==> config.mk <==
export PLATFORM = sky130hd
export DESIGN_NAME = pwm_steer_top
export DESIGN_NICKNAME = d
export VERILOG_FILES = /design/src/rtl/pwm_steer_pkg.sv /design/src/rtl/pwm_steer_ctrl.sv /design/src/rtl/pwm_steer_datapath.sv /design/src/rtl/pwm_steer_top.sv
export SDC_FILE = /design/constraint.sdc
export NUM_CORES = 1
export LEC_CHECK = 0
export BUFFER_PORTS_ARGS = -buffer_cell sky130_fd_sc_hd__buf_2
export CORE_MARGIN = 4
export CORE_UTILIZATION = 35
export CTS_CLUSTER_SIZE = 10
export DETAILED_ROUTE_END_ITERATION = 10
export GPL_ROUTABILITY_DRIVEN = 0
export MAX_ROUTING_LAYER = met4
export REMOVE_ABC_BUFFERS = 1
export SLEW_MARGIN = 20
export SYNTH_ARGS = -nofsm -noshare
export SYNTH_HDL_FRONTEND = slang
export SYNTH_SLANG_ARGS = --single-unit
export TNS_END_PERCENT = 5
==> constraint.sdc <==
create_clock -name clk -period 1.26 [get_ports clk]
set_clock_uncertainty 0.1 [all_clocks]
set_input_delay 0.252 -clock clk [delete_from_list [all_inputs] [get_ports clk]]
set_output_delay 0.252 -clock clk [all_outputs]
set_load 0.05 [all_outputs]
==> src/rtl/pwm_steer_pkg.sv <==
package pwm_steer_pkg;

  // Strobes from control to datapath
  typedef struct packed {
    logic loadActive;    // immediate mask write
    logic loadPending;   // deferred mask write into shadow
    logic commitPending; // shadow -> active at period start
  } steerStrobe_t;

  // Polarity pair of a pin: even pins (A, C) use pair 0, odd pins (B, D) use pair 1
  function automatic int unsigned polPair(input int unsigned pinIdx);
    return pinIdx % 2;
  endfunction

endpackage

==> src/rtl/pwm_steer_ctrl.sv <==
module pwm_steer_ctrl
  import pwm_steer_pkg::*;
(
  input  logic         clk,
  input  logic         rstN,
  input  logic         cfgWr,
  input  logic         syncIn,
  input  logic         periodStart,
  output steerStrobe_t strobe,
  output logic         pendValid
);

  logic immWr;

  always_comb begin
    immWr                = cfgWr && !syncIn;
    strobe.loadActive    = immWr;
    strobe.loadPending   = cfgWr && syncIn;
    strobe.commitPending = !immWr && periodStart && pendValid;
  end

  always_ff @(posedge clk or negedge rstN) begin
    if (!rstN) begin
      pendValid <= 1'b0;
    end else if (immWr) begin
      pendValid <= 1'b0;
    end else if (strobe.loadPending) begin
      pendValid <= 1'b1;
    end else if (strobe.commitPending) begin
      pendValid <= 1'b0;
    end
  end

endmodule

==> src/rtl/pwm_steer_datapath.sv <==
module pwm_steer_datapath
  import pwm_steer_pkg::*;
#(
  parameter int unsigned NUM_PINS = 4,
  parameter int unsigned MODE_W   = 2,
  parameter int unsigned QUAL_W   = 2
) (
  input  logic                clk,
  input  logic                rstN,
  input  steerStrobe_t        strobe,
  input  logic [NUM_PINS-1:0] maskIn,
  input  logic                pwmIn,
  input  logic                polAC,
  input  logic                polBD,
  input  logic [MODE_W-1:0]   outMode,
  input  logic [QUAL_W-1:0]   ccpHi,
  input  logic [NUM_PINS-1:0] portData,
  output logic [NUM_PINS-1:0] activeMask,
  output logic [NUM_PINS-1:0] pendingMask,
  output logic [NUM_PINS-1:0] pinOut
);

  localparam logic [MODE_W-1:0] SINGLE_MODE = '0;
  localparam logic [QUAL_W-1:0] QUAL_ON     = '1;

  logic                steerOn;
  logic [1:0]          polVec;
  logic [NUM_PINS-1:0] nextPin;

  assign steerOn = (outMode == SINGLE_MODE) && (ccpHi == QUAL_ON);
  assign polVec  = {polBD, polAC};

  always_ff @(posedge clk or negedge rstN) begin
    if (!rstN) begin
      activeMask <= '0;
    end else if (strobe.loadActive) begin
      activeMask <= maskIn;
    end else if (strobe.commitPending) begin
      activeMask <= pendingMask;
    end
  end

  always_ff @(posedge clk or negedge rstN) begin
    if (!rstN) begin
      pendingMask <= '0;
    end else if (strobe.loadPending) begin
      pendingMask <= maskIn;
    end
  end

  for (genvar i = 0; i < NUM_PINS; i++) begin : gPin
    logic steerVal;
    assign steerVal   = pwmIn ^ polVec[polPair(i)];
    assign nextPin[i] = (steerOn && activeMask[i]) ? steerVal : portData[i];
  end

  always_ff @(posedge clk or negedge rstN) begin
    if (!rstN) begin
      pinOut <= '0;
    end else begin
      pinOut <= nextPin;
    end
  end

endmodule

==> src/rtl/pwm_steer_top.sv <==
module pwm_steer_top
  import pwm_steer_pkg::*;
#(
  parameter int unsigned NUM_PINS = 4,
  parameter int unsigned MODE_W   = 2,
  parameter int unsigned QUAL_W   = 2
) (
  input  logic                clk,
  input  logic                rstN,
  input  logic                pwmIn,
  input  logic                periodStart,
  input  logic                cfgWr,
  input  logic [NUM_PINS-1:0] maskIn,
  input  logic                syncIn,
  input  logic                polAC,
  input  logic                polBD,
  input  logic [MODE_W-1:0]   outMode,
  input  logic [QUAL_W-1:0]   ccpHi,
  input  logic [NUM_PINS-1:0] portData,
  output logic [NUM_PINS-1:0] pinOut
);

  steerStrobe_t        strobe;
  logic                pendValid;
  logic [NUM_PINS-1:0] activeMask;
  logic [NUM_PINS-1:0] pendingMask;

  pwm_steer_ctrl ctrl_i (
    .clk         (clk),
    .rstN        (rstN),
    .cfgWr       (cfgWr),
    .syncIn      (syncIn),
    .periodStart (periodStart),
    .strobe      (strobe),
    .pendValid   (pendValid)
  );

  pwm_steer_datapath #(
    .NUM_PINS (NUM_PINS),
    .MODE_W   (MODE_W),
    .QUAL_W   (QUAL_W)
  ) dp_i (
    .clk         (clk),
    .rstN        (rstN),
    .strobe      (strobe),
    .maskIn      (maskIn),
    .pwmIn       (pwmIn),
    .polAC       (polAC),
    .polBD       (polBD),
    .outMode     (outMode),
    .ccpHi       (ccpHi),
    .portData    (portData),
    .activeMask  (activeMask),
    .pendingMask (pendingMask),
    .pinOut      (pinOut)
  );

endmodule

==> run summary <==
Status: finished, final reports clean
Initial Util: 37.5%
Die span in x: 48.2 um
Die Span Y: 48.2 um
Leak: 0.372 nW
First-pass GRT wire length: 1500 um
Synthesis-to-finish area growth: 31.0%
Seq/Total Area, Yosys: 57.6%
Ys async rst share: 100%
Final hold viol count: 0
Max incr delay on CP: 0.32 ns
Clk Latency, worst-skew pair: 0.26 ns
Clock Tree Buf Depth: 2
Crit path launch type: flip-flop
Setup Viol. Count Final: 0
Slew Limit Headroom: 80.5%
RSZ-0062 raised after global routing: false
P per Cell Area: 1210 nW/um2
Initial antenna violation count: 0
Synth top cells by count: 13 x dfrtp_1, 10 x nand2_1, 8 x mux2_2
Setup CP Type: reg -> out
Ant diodes: 0
Average cell area after synthesis: 12.3 um2
DR iter-0 viols: 2
Syn Std Cell Area: 564 um2
Fin crit share: 94.6%
Setup TNS: 0 ns
Vias: 420
# resized after CTS: 0
Synth top area cells: dfrtp_1 58%, mux2_2 16%, mux2i_1 7.1%
Clock tree root buffer cell: clkbuf_4
Die area: 2320 um2
Ports: 24
Total global routing overflow: 0
Setup crit end kind: output port
Synthesized netlist cell count: 46
Hold_buf cts: 1
VDD IR-drop max: 0.623 mV
Final #Nets: 95
Fill cells: 145
Detail-routed via count per cell: 4.67
Yosys reg bits: 13
Synth Warn #: 0
CP Max Fanout: 1
Clock sink count: 13
Cell family with most CP delay: flip-flops
WP buf/inv: 1
Period minus WS final: 1.19 ns
R2R Setup Slk: 0.19 ns
Area leader, netlist: dfrtp_1
Yosys top cell area share: 57.6%
Hold Path Class: in -> reg
# DRC: 0
Core Region: 1510 um2
Detailed Route WL: 1020 um
Most used DFF post-synth: dfrtp_1
Post-synth EDFFs: 0
Fmax: 0.839 GHz
Post-CTS setup buffer count: 0
Largest net degree at the start of global routing: 14
CP arrival: 0.84 ns
Max Cap Violations: 0
Power, Total: 898 uW
Per-cell routed wire length: 11.3 um
Clock buffer count from CTS: 3
# port buffers: 23
Slew at the pin with the worst max-slew slack: 0.293 ns
Fraction of layout cells with a size suffix above 1: 48.6%
Final Max Tran Viols: 0
Final antenna-violating net count: 0
CP max stage cell: dfrtp_1
Most common cell in the netlist: dfrtp_1
Unique cell type count in the Yosys netlist: 10
Drt pass-1 iters: 4
Clk pin slew, worst setup/hold paths: 0.08 ns
Critical Path RT: 0.91 ns
Final Util: 49.1%
# rows: 14
Post-DP HPWL: 820 um
Number of global-route vias before repair: 377
All-Layer GR Usage: 9.62%
Critical Path, Cell by Cell: buf_2
H-Tree Depth: 1
CTS tree: done
logic make-up after synthesis:
kind of cell / synth area share, %
flops: 57.6
simple gates: 11.1
mux: 23.1
compound gates: 4.43
xor+xnor: 3.10
buf+inv: 0.665
power by group:
part | internal [mW] | switching, mW
registers | 0.467 | 0.0245
logic | 0.0761 | 0.0802
clock network | 0.122 | 0.128
total | 0.666 | 0.232
stage by stage:
step | worst slack, ns | cells | hold slack, ns | area, um2
2_1_floorplan | 0.164 | 45 | -0.144 | 561
3_3_place_gp | 0.0376 | 85 | 0.0528 | 703
3_5_place_dp | 0.0357 | 85 | 0.0569 | 703
4_1_cts | 0.0532 | 90 | 0.0824 | 739
5_1_grt | 0.0127 | 90 | 0.0866 | 739
6_report | 0.0676 | 90 | 0.0904 | 739
flip-flops by register name, summed over array words and instances (netlist names):
signal            flops
dp_i.activeMask       4
dp_i.pinOut           4
ctrl_i.pendValid      1
dp_i.pendingMask      4
metal layers:
metal,global-route usage [%],vias to the layer above,wire [um]
met5,-,-,0
met4,0,0,0
met3,5.90,0,136
met2,15.1,21,405
met1,11.2,185,479
li1,-,214,-
path summary, 6_finish.rpt:
| path | endpoint | from | cells after the start |
|---|---|---|---|
| worst max register to register | dp_i.activeMask[0] | ctrl_i.pendValid | 3 |
| min in group asynchronous | dp_i.activeMask[2] | rstN | 2 |
| worst min-delay path | ctrl_i.pendValid | cfgWr | 2 |
| worst max-delay path | pinOut[2] | dp_i.pinOut[2] | 1 |
| max in group asynchronous | dp_i.pinOut[1] | rstN | 2 |
| worst min register to register | dp_i.pendingMask[0] | dp_i.pendingMask[0] | 1 |
area by class of cell:
cell class / instances / area (um2) / area share [%]
repair buffers: 25 / 133 / 17.9
flip-flops and latches: 13 / 325 / 44.0
multi-input cells: 32 / 235 / 31.8
clock buffers: 4 / 26.3 / 3.55
well taps: 16 / 20.0 / 2.71
cell usage in the layout, fill, tap and decap left out:
| master | count |
|---|---|
| nor2b_1 | 1 |
| clkbuf_1 | 1 |
| o21ai_0 | 5 |
| nand2_1 | 10 |
| nand2b_1 | 1 |
| clkbuf_4 | 3 |
| mux2_2 | 8 |
| buf_4 | 1 |
| and4bb_2 | 1 |
| buf_2 | 23 |
| dfrtp_1 | 13 |
| xor2_1 | 2 |
| mux2i_1 | 4 |
| dlygate4sd3_1 | 1 |
Note: power is estimated with default switching activity, not from simulation.
